`src/rtl/bfu_pkg.sv`:
```
package bfu_pkg;
  localparam int unsigned NUM_PINS  = 4;
  localparam int unsigned CODE_W    = 4;
  localparam int unsigned NUM_FLAGS = 8;
  localparam int unsigned REG_W     = 16;
  localparam int unsigned ADDR_W    = 3;

  typedef enum logic [2:0] {
    RC_NONE = 3'b000,
    RC_BA   = 3'b001,
    RC_AB   = 3'b010,
    RC_BOTH = 3'b011,
    RC_REQ  = 3'b100,
    RC_ALL  = 3'b111
  } rst_code_e;

  typedef struct packed {
    logic afull;
    logic full;
    logic aempty;
    logic empty;
  } chan_flags_t;

  localparam logic [ADDR_W-1:0] A_AB_AE = 3'd0;
  localparam logic [ADDR_W-1:0] A_AB_AF = 3'd1;
  localparam logic [ADDR_W-1:0] A_BA_AE = 3'd2;
  localparam logic [ADDR_W-1:0] A_BA_AF = 3'd3;
  localparam logic [ADDR_W-1:0] A_ROUTE = 3'd4;
  localparam logic [ADDR_W-1:0] A_CTRL  = 3'd5;
endpackage

```
`src/rtl/chan_occupancy.sv`:
```
module chan_occupancy
  import bfu_pkg::*;
#(
  parameter int unsigned DEPTH = 1024,
  localparam int unsigned OW = $clog2(DEPTH),
  localparam int unsigned CW = OW + 1
) (
  input  logic          clk,
  input  logic          rst_n,
  input  logic          clear,
  input  logic          push,
  input  logic          pop,
  input  logic [OW-1:0] ae_off,
  input  logic [OW-1:0] af_off,
  output chan_flags_t   flags
);
  localparam logic [CW-1:0] FULL_LVL = CW'(DEPTH);
  localparam logic [CW-1:0] ONE      = CW'(1);

  logic [CW-1:0] level_q, level_d, free_lvl;
  logic          push_ok, pop_ok;

  assign push_ok = push && (level_q != FULL_LVL);
  assign pop_ok  = pop  && (level_q != '0);

  always_comb begin
    level_d = level_q;
    if (clear)                 level_d = '0;
    else if (push_ok && !pop_ok) level_d = level_q + ONE;
    else if (pop_ok && !push_ok) level_d = level_q - ONE;
  end

  always_ff @(posedge clk or negedge rst_n) begin
    if (!rst_n) level_q <= '0;
    else        level_q <= level_d;
  end

  assign free_lvl     = FULL_LVL - level_q;
  assign flags.empty  = (level_q == '0);
  assign flags.full   = (level_q == FULL_LVL);
  assign flags.aempty = (level_q <= {1'b0, ae_off});
  assign flags.afull  = (free_lvl <= {1'b0, af_off});

  p_level_bound_r1: assert property (@(posedge clk) disable iff (!rst_n)
    level_q <= FULL_LVL);
  p_push_at_full_r1: assert property (@(posedge clk) disable iff (!rst_n)
    (level_q == FULL_LVL && !pop && !clear) |=> level_q == FULL_LVL);
  p_pop_at_empty_r1: assert property (@(posedge clk) disable iff (!rst_n)
    (level_q == '0 && !push && !clear) |=> level_q == '0);
  p_clear_r8: assert property (@(posedge clk) disable iff (!rst_n)
    clear |=> level_q == '0);
  p_flags_excl_r2: assert property (@(posedge clk) disable iff (!rst_n)
    !(flags.empty && flags.full));
endmodule

```
`src/rtl/flag_router.sv`:
```
module flag_router
  import bfu_pkg::*;
#(
  parameter int unsigned PINS = NUM_PINS,
  parameter int unsigned CW   = CODE_W,
  localparam int unsigned SELW = $clog2(NUM_FLAGS)
) (
  input  logic [PINS*CW-1:0] route_cfg,
  input  chan_flags_t        ab_flags,
  input  chan_flags_t        ba_flags,
  output logic [PINS-1:0]    pins
);
  logic [NUM_FLAGS-1:0] flag_vec;
  assign flag_vec = {ba_flags, ab_flags};

  for (genvar n = 0; n < PINS; n++) begin : g_pin
    logic [CW-1:0] code;
    assign code = route_cfg[n*CW +: CW];
    always_comb begin
      if (code >= CW'(NUM_FLAGS)) pins[n] = 1'b0;
      else                        pins[n] = flag_vec[code[SELW-1:0]];
    end
  end
endmodule

```
`src/rtl/cfg_block.sv`:
```
module cfg_block
  import bfu_pkg::*;
#(
  parameter int unsigned OW = 10,
  parameter logic [REG_W-1:0] ROUTE_RESET = 16'h6420
) (
  input  logic                clk,
  input  logic                rst_n,
  input  logic                wr_en,
  input  logic [ADDR_W-1:0]   addr,
  input  logic [REG_W-1:0]    wdata,
  input  logic                cmd_valid,
  input  logic [2:0]          cmd,
  input  logic                req_set,
  output logic [3:0][OW-1:0]  offsets,
  output logic [REG_W-1:0]    route,
  output logic                dir,
  output logic                req,
  output logic                clr_ab,
  output logic                clr_ba
);
  logic [3:0][OW-1:0] off_q, off_d;
  logic [REG_W-1:0]   route_q, route_d;
  logic               dir_q, dir_d, req_q, req_d;
  logic               cmd_all;

  assign cmd_all = cmd_valid && (cmd == RC_ALL);
  assign clr_ab  = cmd_valid && (cmd == RC_AB || cmd == RC_BOTH || cmd == RC_ALL);
  assign clr_ba  = cmd_valid && (cmd == RC_BA || cmd == RC_BOTH || cmd == RC_ALL);

  always_comb begin
    off_d   = off_q;
    route_d = route_q;
    dir_d   = dir_q;
    req_d   = req_q;
    if (wr_en) begin
      if (addr < A_ROUTE)       off_d[addr[1:0]] = wdata[OW-1:0];
      else if (addr == A_ROUTE) route_d = wdata;
      else if (addr == A_CTRL)  dir_d = wdata[3];
    end
    if (req_set) req_d = 1'b1;
    if (cmd_valid && cmd == RC_REQ) req_d = 1'b0;
    if (cmd_all) begin
      off_d   = '0;
      route_d = ROUTE_RESET;
      dir_d   = 1'b0;
      req_d   = 1'b0;
    end
  end

  always_ff @(posedge clk or negedge rst_n) begin
    if (!rst_n) begin
      off_q   <= '0;
      route_q <= ROUTE_RESET;
      dir_q   <= 1'b0;
      req_q   <= 1'b0;
    end else begin
      off_q   <= off_d;
      route_q <= route_d;
      dir_q   <= dir_d;
      req_q   <= req_d;
    end
  end

  assign offsets = off_q;
  assign route   = route_q;
  assign dir     = dir_q;
  assign req     = req_q;

  p_dir_keep_cfg_r8: assert property (@(posedge clk) disable iff (!rst_n)
    (cmd_valid && (cmd == RC_BA || cmd == RC_AB || cmd == RC_BOTH) && !wr_en)
    |=> ($stable(route_q) && $stable(off_q) && $stable(dir_q)));
  p_req_clear_r9: assert property (@(posedge clk) disable iff (!rst_n)
    (cmd_valid && cmd == RC_REQ) |=> !req_q);
  p_req_set_r9: assert property (@(posedge clk) disable iff (!rst_n)
    (req_set && !cmd_valid) |=> req_q);
  p_reset_all_r10: assert property (@(posedge clk) disable iff (!rst_n)
    cmd_all |=> (route_q == ROUTE_RESET && off_q == '0 && !dir_q && !req_q));
endmodule

```
`src/rtl/bififo_flag_unit.sv`:
```
module bififo_flag_unit
  import bfu_pkg::*;
#(
  parameter int unsigned DEPTH = 1024,
  parameter logic [REG_W-1:0] ROUTE_RESET = 16'h6420,
  localparam int unsigned OW = $clog2(DEPTH)
) (
  input  logic                clk,
  input  logic                rst_n,
  input  logic                push_ab,
  input  logic                pop_ab,
  input  logic                push_ba,
  input  logic                pop_ba,
  input  logic                reg_wr,
  input  logic [ADDR_W-1:0]   reg_addr,
  input  logic [REG_W-1:0]    reg_wdata,
  output logic [REG_W-1:0]    reg_rdata,
  input  logic                rst_cmd_valid,
  input  logic [2:0]          rst_cmd,
  input  logic                dma_req_set,
  output logic                dma_req,
  output logic [NUM_PINS-1:0] flag_pins
);
  logic rst_meta, srst_n;

  always_ff @(posedge clk or negedge rst_n) begin
    if (!rst_n) begin
      rst_meta <= 1'b0;
      srst_n   <= 1'b0;
    end else begin
      rst_meta <= 1'b1;
      srst_n   <= rst_meta;
    end
  end

  logic [3:0][OW-1:0] offsets;
  logic [REG_W-1:0]   route;
  logic               dir, clr_ab, clr_ba;
  chan_flags_t        ab_f, ba_f;
  logic [REG_W-1:0]   status;

  cfg_block #(.OW(OW), .ROUTE_RESET(ROUTE_RESET)) u_cfg (
    .clk(clk), .rst_n(srst_n), .wr_en(reg_wr), .addr(reg_addr),
    .wdata(reg_wdata), .cmd_valid(rst_cmd_valid), .cmd(rst_cmd),
    .req_set(dma_req_set), .offsets(offsets), .route(route), .dir(dir),
    .req(dma_req), .clr_ab(clr_ab), .clr_ba(clr_ba)
  );

  chan_occupancy #(.DEPTH(DEPTH)) u_ab (
    .clk(clk), .rst_n(srst_n), .clear(clr_ab), .push(push_ab), .pop(pop_ab),
    .ae_off(offsets[0]), .af_off(offsets[1]), .flags(ab_f)
  );

  chan_occupancy #(.DEPTH(DEPTH)) u_ba (
    .clk(clk), .rst_n(srst_n), .clear(clr_ba), .push(push_ba), .pop(pop_ba),
    .ae_off(offsets[2]), .af_off(offsets[3]), .flags(ba_f)
  );

  flag_router #(.PINS(NUM_PINS), .CW(CODE_W)) u_route (
    .route_cfg(route), .ab_flags(ab_f), .ba_flags(ba_f), .pins(flag_pins)
  );

  always_comb begin
    status     = '0;
    status[3]  = dir;
    status[4]  = ab_f.empty;
    status[5]  = ab_f.aempty;
    status[6]  = ba_f.full;
    status[7]  = ba_f.afull;
    status[12] = ab_f.full;
    status[13] = ab_f.afull;
    status[14] = ba_f.empty;
    status[15] = ba_f.aempty;
  end

  always_comb begin
    reg_rdata = '0;
    if (reg_addr < A_ROUTE)       reg_rdata = REG_W'(offsets[reg_addr[1:0]]);
    else if (reg_addr == A_ROUTE) reg_rdata = route;
    else if (reg_addr == A_CTRL)  reg_rdata = status;
  end

  for (genvar n = 0; n < NUM_PINS; n++) begin : g_chk
    p_route_low_r6: assert property (@(posedge clk) disable iff (!srst_n)
      route[n*CODE_W + CODE_W - 1] |-> !flag_pins[n]);
  end
  p_status_zero_r7: assert property (@(posedge clk) disable iff (!srst_n)
    (reg_addr == A_CTRL) |-> (reg_rdata[2:0] == 3'b0 && reg_rdata[11:8] == 4'b0));
endmodule

```
`config.mk`:
```
export PLATFORM = sky130hd
export DESIGN_NAME = bififo_flag_unit
export DESIGN_NICKNAME = d
export VERILOG_FILES = /design/src/rtl/bfu_pkg.sv /design/src/rtl/chan_occupancy.sv /design/src/rtl/flag_router.sv /design/src/rtl/cfg_block.sv /design/src/rtl/bififo_flag_unit.sv
export SDC_FILE = /design/constraint.sdc
export NUM_CORES = 1
export LEC_CHECK = 0
export BUFFER_PORTS_ARGS = -buffer_cell sky130_fd_sc_hd__buf_4
export CAP_MARGIN = 15
export CORE_UTILIZATION = 45
export CTS_CLUSTER_DIAMETER = 100
export DETAILED_ROUTE_END_ITERATION = 7
export PLACE_DENSITY_LB_ADDON = 0.12
export SLEW_MARGIN = 10
export SYNTH_ARGS = -nofsm -noshare
export SYNTH_HDL_FRONTEND = slang
export SYNTH_HIERARCHICAL = 1
export SYNTH_SLANG_ARGS = --single-unit
```
`constraint.sdc`:
```
create_clock -name clk -period 7.3 [get_ports clk]
set_clock_uncertainty 0.05 [all_clocks]
set_input_delay 0.73 -clock clk [delete_from_list [all_inputs] [get_ports clk]]
set_output_delay 0.73 -clock clk [all_outputs]
set_load 0.01 [all_outputs]
```
* Yosys cells after proc, flatten, opt, wreduce, memory -nomap -nowiden
Index checks and enable logic that the tools add are counted.
Cells by class: $add $sub $neg 6, $lt $le $gt $ge 15, equal/unequal tests 13, muxes and demuxes 41, reduce and logical (&&, ||, !) cells 35
Operator list (count):
- $mux 40 | 3
- $mux 16 | 7
- $mux 11 | 6
- $le 11x10->1 | 4
- $bwmux 40 | 1
- $add 11x1->11 const B | 2
- $eq 11x11->1 const B | 2
- $logic_not 11->1 | 2
- $ne 11x11->1 const B | 2
- $reduce_bool 11->1 | 2
- $sub 11x1->11 const B | 2
- $sub 11x11->11 const A | 2
- $bmux 10 s2 | 1
- $demux 10 s2 | 1
- $mux 10 | 2
- $ge 4x4->1 const B | 4
- $lt 3x4->1 const B | 4
- $mux 1 | 16
- $logic_and 1x1->1 | 13
- $bmux 1 s3 | 4
- $eq 3x3->1 const B | 4
- $reduce_bool 3->1 | 3
- $reduce_bool 2->1 | 4
- $eq 3x2->1 const B | 2
- other kinds (10) | 17
Storage, ports and cells: register bits after elaboration 82, input bits 31, output and inout bits 21, word-level logic and storage cells 121

* Longest topological paths before layout
Gate-level depths: netlist of run 1.
depth in word-level cells 8, gate-level depth with buffers 14, gate-level depth less buffers 14

* Modules after synthesis
The synthesis of run 1 kept the hierarchy.
Modules (own cells, without submodules):
- chan_occupancy | instances 2, cells each 208, area each 1640.3 um^2, seq. area each 275.3 um^2
- cfg_block | instances 1, cells each 270, area each 2472.4 um^2, seq. area each 1456.4 um^2
- bififo_flag_unit | instances 1, cells each 72, area each 645.6 um^2, seq. area each 50.0 um^2
- flag_router | instances 1, cells each 32, area each 295.3 um^2, seq. area each 0.0 um^2

* Worst setup path before layout of run 1
Ideal clock, no wire load.
path kind register to register, from reg u_ba.level_q[4], to reg u_ba.level_q[8], library setup time 116 ps, arrival time 3784 ps, data required time 7134 ps, path slack 3351 ps, cell stages (with the launch flop) 12, buffers on the path 0, period minus slack after synthesis 3949 ps, cells stage by stage dfrtp_1 or3_1 or3b_4 nor4_1 nand2b_1 ha_1 inv_1 fa_1 a211o_1 a211oi_2 o31ai_1 o311ai_0
On the way: cells in the longest elaborated chain, start to end 6, elaborated cells on any way between the ends 14, classes of those cells 2 x add/sub; 1 x eq/ne; 3 x mux; 8 x reduce/logical
RTL lines:
- from (decl) | line chan_occupancy.sv:20 | logic [CW-1:0] level_q, level_d, free_lvl;
- from (signal assigned) | line chan_occupancy.sv:35 | else level_q <= level_d;
- branches (longest 6 deep; another with $sub 11x1->11)
Parallel ways; which one is timed is not known. The select of a mux whose other input is x is not followed. A chain may end at the register's enable or synchronous reset.

==> results of run 1 <==
critical path, stage by stage (launching register included):
cell and delay, ns:
dfrtp_1 0.47, or3_1 0.42, or3b_4 0.44, nor3_1 0.19
xnor2_1 0.18, ha_1 0.28, a21o_1 0.18, a21oi_1 0.20
o2111ai_1 0.22, a2bb2oi_2 0.28, mux4_1 0.28, nor2_1 0.04
a311oi_1 0.30, buf_4 0.19
state kept, by name (all words and copies together), names as in the netlist:
name and flops:
u_cfg/req 1, rst_meta 1, u_cfg/route 16, u_cfg/offsets 40, u_ba/level_q 11, u_ab/level_q 11, u_cfg/dir 1, srst_n 1
layout make-up:
cell class	instances	area (um^2)
timing repair buffer	57	445
multi-input combinational	610	4200
clock buffer	9	225
clock inverter	6	91.3
inverter	63	236
sequential	82	2060
fill	1376	7050
tap	184	230
cell usage in the layout (no fill, tap or decap), types with 5 or more instances in the layout:
cell type,count
nand2_1,148
a21oi_1,90
dfrtp_1,77
ha_1,64
inv_1,62
buf_4,55
nor2_1,41
mux2i_1,36
a21o_1,20
nand3_1,20
o21ai_0,17
xnor2_1,17
nor3_1,16
clkbuf_16,9
nor2b_1,8
xor2_1,8
nand4_1,7
or3_1,6
nor4_1,6
a311oi_1,6
nand2b_1,5
o22a_2,5
a31oi_1,5
metrics by stage:
step | utilization, % | std cells | instance area (um^2) | worst slack (ns) | power (mW)
4_1_cts | 51.2 | 1008 | 7450 | 2.51 | 2.63
2_1_floorplan | - | 790 | 6690 | 3.35 | 1.77
5_1_grt | 51.5 | 1011 | 7490 | 2.29 | 2.87
6_report | 51.5 | 1011 | 7490 | 2.51 | 2.64
3_5_place_dp | 49.1 | 993 | 7130 | 2.55 | 2.12
3_3_place_gp | 49.1 | 993 | 7130 | 2.75 | 2.08
power groups by stage:
stage	clock network, mW	logic [mW]	registers (mW)
after detailed placement	0	1.36	0.760
after global routing	0.525	1.58	0.766
after floorplan	0	1.09	0.681
final	0.497	1.40	0.747
after global placement	0	1.32	0.754
after CTS	0.508	1.37	0.752
layer usage:
layer / track usage [%] / vias up / wire, um
met4: 6.70 / 0 / 229
met1: 34.6 / 2843 / 8350
met3: 3.75 / 16 / 1110
li1: - / 2854 / -
met2: 40.9 / 187 / 8610
met5: 0 / - / 0
cells by family after synthesis:
logic type      Yosys count
simple gates            291
compound gates          183
buf+inv                  98
flops                    82
fa+ha+maj                66
mux                      44
xor+xnor                 25
other cells               1
path summary, 6_finish.rpt:
| kind | to | depth (start not counted) |
|---|---|---|
| worst max-delay path | flag_pins[1] | 13 |
| worst min-delay path | srst_n | 1 |
| worst max register to register | u_ba/level_q[8] | 11 |
| worst min register to register | u_ab/level_q[9] | 0 |
| max in group asynchronous | u_cfg/route[5] | 1 |
| min in group clk | srst_n | 0 |
==> impl_metrics.csv, run 1 <==
group,metric,value,unit
drt,routedWlPerCell,18.1,um
clock_network,cts_root_buf,"clkbuf_16",
critical_path,timing.rr.start,"u_ba/level_q[4]",
timing,rsz0062_at_grt,"no",
final_layout,area_delta_synth_final,11.8,%
timing,worst_pin_slew,0.955,ns
clock_network,postCtsHoldBufs,0,
yosys,yosysWarnings,6,
clock_network,htreeDepth,3,
power,comb_power_share,52.9,%
yosys,yosysMostFrequentCell,"nand2_1",
yosys,synthFlopType,"dfrtp_1",
power,p_sw,1.13,mW
clock_network,cts-resized-gates,0,
outcome,outcome,"finished, final reports clean",
clock_network,clkSinkCount,82,
yosys,synth_cells,790,
yosys,async_flop_share,100,%
yosys,netlist_area,6690,um^2
drt,first_pass_iters,5,
critical_path,r2r_slack,2.67,ns
drt,drt_iter0_drc,500,
global_routing,grt_pass1_vias,5505,
yosys,synth-simple-area-share,21.0,%
floorplan,die-area,15400,um^2
critical_path,required,6.52,ns
power,p_clk_share,18.8,%
final_layout,layout.nets,920,
yosys,netlist_top_cells_area,"dfrtp_1 (29%), ha_1 (12%), nand2_1 (8.3%)",
timing,timing.final.crit_share,65.6,%
yosys,synth_compound_area_share,17.9,%
place,dp_hpwl,13600,um
critical_path,critPathLaunch,"u_ba/level_q[4]",
clock_network,clk_latency,0.34,ns
floorplan,rows,44,
yosys,synth.ff_latch_count,82,
timing,tns,0,ns
place,io_buffers,51,
global_routing,grt_pass1_wl,28900,um
drt,detail-route-antenna-nets,0,
floorplan,dieWidth,124,um
yosys,synth_xor_area_share,3.27,%
power,ir_worst_vdd,0.203,mV
flow_run,drv_cap,0,
timing,finalMaxSlewViolations,0,
timing,period_needed,4.79,ns
power,seq_power_share,28.3,%
clock_network,post_cts.repair.setup_buffers,0,
timing,slew_headroom,35.4,%
yosys,synth_fa_ha_area_share,12.6,%
yosys,synth.area.mux_share,7.63,%
power,power.share.switching,42.7,%
clock_network,cts_buffer_depth,2,
floorplan,num_io_pins,52,
critical_path,cp-end-kind,"primary output",
yosys,synth_edf_count,0,
yosys,yosys.area.top_type,"dfrtp_1",
global_routing,grt_usage,25.1,%
global_routing,overflow,0,
global_routing,antenna_found_initial,0,
worst_hold_path,hold_class,"in -> async",
yosys,netlist_top_cells_count,"nand2_1 (148), a21oi_1 (90), dfrtp_1 (78)",
floorplan,die_y,124,um
clock_network,clk_pin_slew,0.06,ns
drt,wirelength,18300,um
critical_path,cp.arrival,4.01,ns
critical_path,worst-setup-path-type,"reg -> out",
timing,clock.fmax,209,MHz
yosys,syn_nets,887,
yosys,avgSynthCellArea,8.47,um^2
timing,hold_viol,0,
yosys,synth_top_area_share,29.2,%
power,power_density,353,nW/um^2
power,power.leakage,3.43,nW
place,gp_congestion,0.888,
drt,vias,5900,
final_layout,layout-drive-gt1-share,12.2,%
clock_network,cts_tree,"done",
timing,whs,0.106,ns
final_layout,antenna_cells,0,
floorplan,start_util,46.1,%
timing,finalSetupViolCount,0,
floorplan,core_area,14500,um^2
drt,routed_via_density,5.84,
critical_path,crit_path_start_kind,"flop",
yosys,synth_top_family_by_area,"simple AND/OR/NAND/NOR gates",
yosys,synth_cell_types,64,
yosys,synth-seq-area-share,30.7,%
global_routing,grt_max_degree,81,
drt,drcViolationCount,0,
critical_path,crit_fanout,6,
power,intPower,1.51,mW
clock_network,numCtsBuffers,9,
Note: power is estimated with default switching activity, not from simulation.
==> run 2, diff against run 1 <==
==> constraint.sdc (replaced) <==
create_clock -name clk -period 4.72 [get_ports clk]
set_clock_uncertainty 0.05 [all_clocks]
set_input_delay 0.472 -clock clk [delete_from_list [all_inputs] [get_ports clk]]
set_output_delay 0.472 -clock clk [all_outputs]
set_load 0.01 [all_outputs]
==> run 2 against run 1 <==
Against the previous run:
- via count shrank 0.37%
- worst hold slack gained 0.076 ns
- first-iteration DRC count grew 3.2%
- count of clock-buffer cells in the layout is the same
- design area shrank 0.32%
- final cell count is essentially flat
- utilization shrank 0.16 points
- critical path depth is the same
- register-to-register slack lost 2.2 ns
- wire length grew 2.3%
- sequential power grew 55%
- critical path type unchanged
- largest power group unchanged
- highest routed layer unchanged
==> impl_metrics.csv, run 2 (synthesized netlist as in run 1, its figures left out) <==
group,metric,value,unit
outcome,outcome,"finished, final reports clean",
global_routing,grt_pass1_vias,5583,
drt,vias,5878,
clock_network,clkSinkCount,82,
floorplan,rows,44,
critical_path,crit_fanout,6,
drt,detail-route-antenna-nets,0,
timing,period_needed,4.45,ns
drt,routedWlPerCell,18.5,um
power,power.leakage,3.42,nW
power,ir_worst_vdd,0.302,mV
clock_network,cts_tree,"done",
critical_path,timing.rr.start,"u_ba/level_q[4]",
floorplan,die-area,15400,um^2
flow_run,drv_cap,0,
floorplan,dieWidth,124,um
final_layout,area_delta_synth_final,11.5,%
timing,hold_viol,0,
final_layout,multi_input_area,4200,um^2
global_routing,antenna_found_initial,0,
power,power_density,544,nW/um^2
drt,first_pass_iters,6,
final_layout,seq_area,2060,um^2
floorplan,die_y,124,um
timing,worst_pin_slew,1.10,ns
place,io_buffers,51,
timing,finalSetupViolCount,0,
clock_network,cts_buffer_depth,2,
clock_network,clk_latency,0.35,ns
drt,routed_via_density,5.81,
final_layout,fin_util,51.3,%
critical_path,worst-setup-path-type,"reg -> out",
floorplan,core_area,14500,um^2
place,dp_hpwl,14100,um
final_layout,layout.nets,921,
timing,timing.final.crit_share,94.2,%
drt,drt_iter0_drc,516,
clock_network,cts_root_buf,"clkbuf_16",
final_layout,fillers,1378,
timing,setup_ws,0.272,ns
place,gp_congestion,0.909,
floorplan,num_io_pins,52,
critical_path,required,4.20,ns
timing,rsz0062_at_grt,"no",
drt,wirelength,18700,um
clock_network,numCtsBuffers,9,
drt,drcViolationCount,0,
clock_network,cts-resized-gates,0,
clock_network,htreeDepth,3,
global_routing,grt_pass1_wl,29700,um
worst_hold_path,hold_class,"reg -> async",
final_layout,mostFrequentLayoutCell,"nand2_1",
final_layout,antenna_cells,0,
timing,tns,0,ns
place,pre_cts_ws,0.543,ns
floorplan,start_util,46.1,%
critical_path,crit_path_start_kind,"flop",
critical_path,critPathLaunch,"u_ab/level_q[4]",
final_layout,layout-drive-gt1-share,12.3,%
timing,slew_headroom,26.5,%
global_routing,grt_max_degree,58,
critical_path,cp-end-kind,"primary output",
global_routing,grt_usage,25.9,%
global_routing,overflow,0,
timing,clock.fmax,225,MHz
final_layout,largest_register_ffs,40,
clock_network,clk_pin_slew,0.07,ns
critical_path,cp.arrival,3.93,ns
final_layout,layout_common_cells,"nand2_1 (148), a21oi_1 (90), dfrtp_1 (77)",
timing,finalMaxSlewViolations,0,
run 2: path summary, 6_finish.rpt:
kind                                        end  slack [ns]  cells after the start
worst max-delay path               flag_pins[0]        0.27                     13
worst min-delay path            u_ba/level_q[1]        0.18                      0
worst max register to register  u_ba/level_q[8]        0.52                     12
worst min register to register  u_ba/level_q[1]        0.18                      0
max in group asynchronous        u_cfg/route[6]        3.38                      1
min in group clk                      u_cfg/req        0.29                      2
run 2: timing repair:
action | CTS | global route
endpoints found under the setup margin | 0 | 2
buffers inserted | 0 | 1
hold buffers | 1 | 0
hold endpoints to repair | 2 | 0
run 2: worst max-delay path, cell delays in order, from the launching register on:
cell	delay [ns]
dfrtp_1	0.46
or3_1	0.42
or3b_4	0.44
nor3_1	0.21
xnor2_1	0.16
ha_1	0.27
a21o_1	0.18
a21oi_1	0.19
o2111ai_1	0.17
a2bb2oi_2	0.31
mux4_1	0.29
nor2_1	0.04
a311oi_1	0.24
buf_4	0.18
run 2: area by class of cell:
class,count,share of cell area (%)
Clock buffer,9,3.02
Inverter,63,3.17
Clock inverter,6,0.922
Multi-Input combinational cell,610,56.3
Tap cell,184,3.09
Sequential cell,82,27.6
Timing Repair Buffer,58,5.87
run 2: power by group:
group | leakage [nW] | total (mW) | internal [mW] | switching (mW)
clock network | 0.141 | 0.723 | 0.409 | 0.314
registers | 1.05 | 1.16 | 0.869 | 0.294
logic | 2.23 | 2.18 | 1.02 | 1.16
run 2: routing by layer:
| metal | GRT usage (%) | share of wire [%] |
|---|---|---|
| met4 | 7.22 | 1.3 |
| met5 | 0 | 0 |
| met3 | 3.85 | 6.0 |
| met1 | 35.5 | 46 |
| met2 | 42.4 | 47 |
run 2: per-stage QoR:
stage	instances	cell area [um^2]	hold slack (ns)	power [mW]
finish	1012	7460	0.181	4.06
CTS	1011	7450	0.200	4.05
detailed placement	995	7150	0.203	3.30
global placement	995	7150	0.199	3.23
global route	1012	7460	0.228	4.42
floorplan	790	6690	0.126	2.74
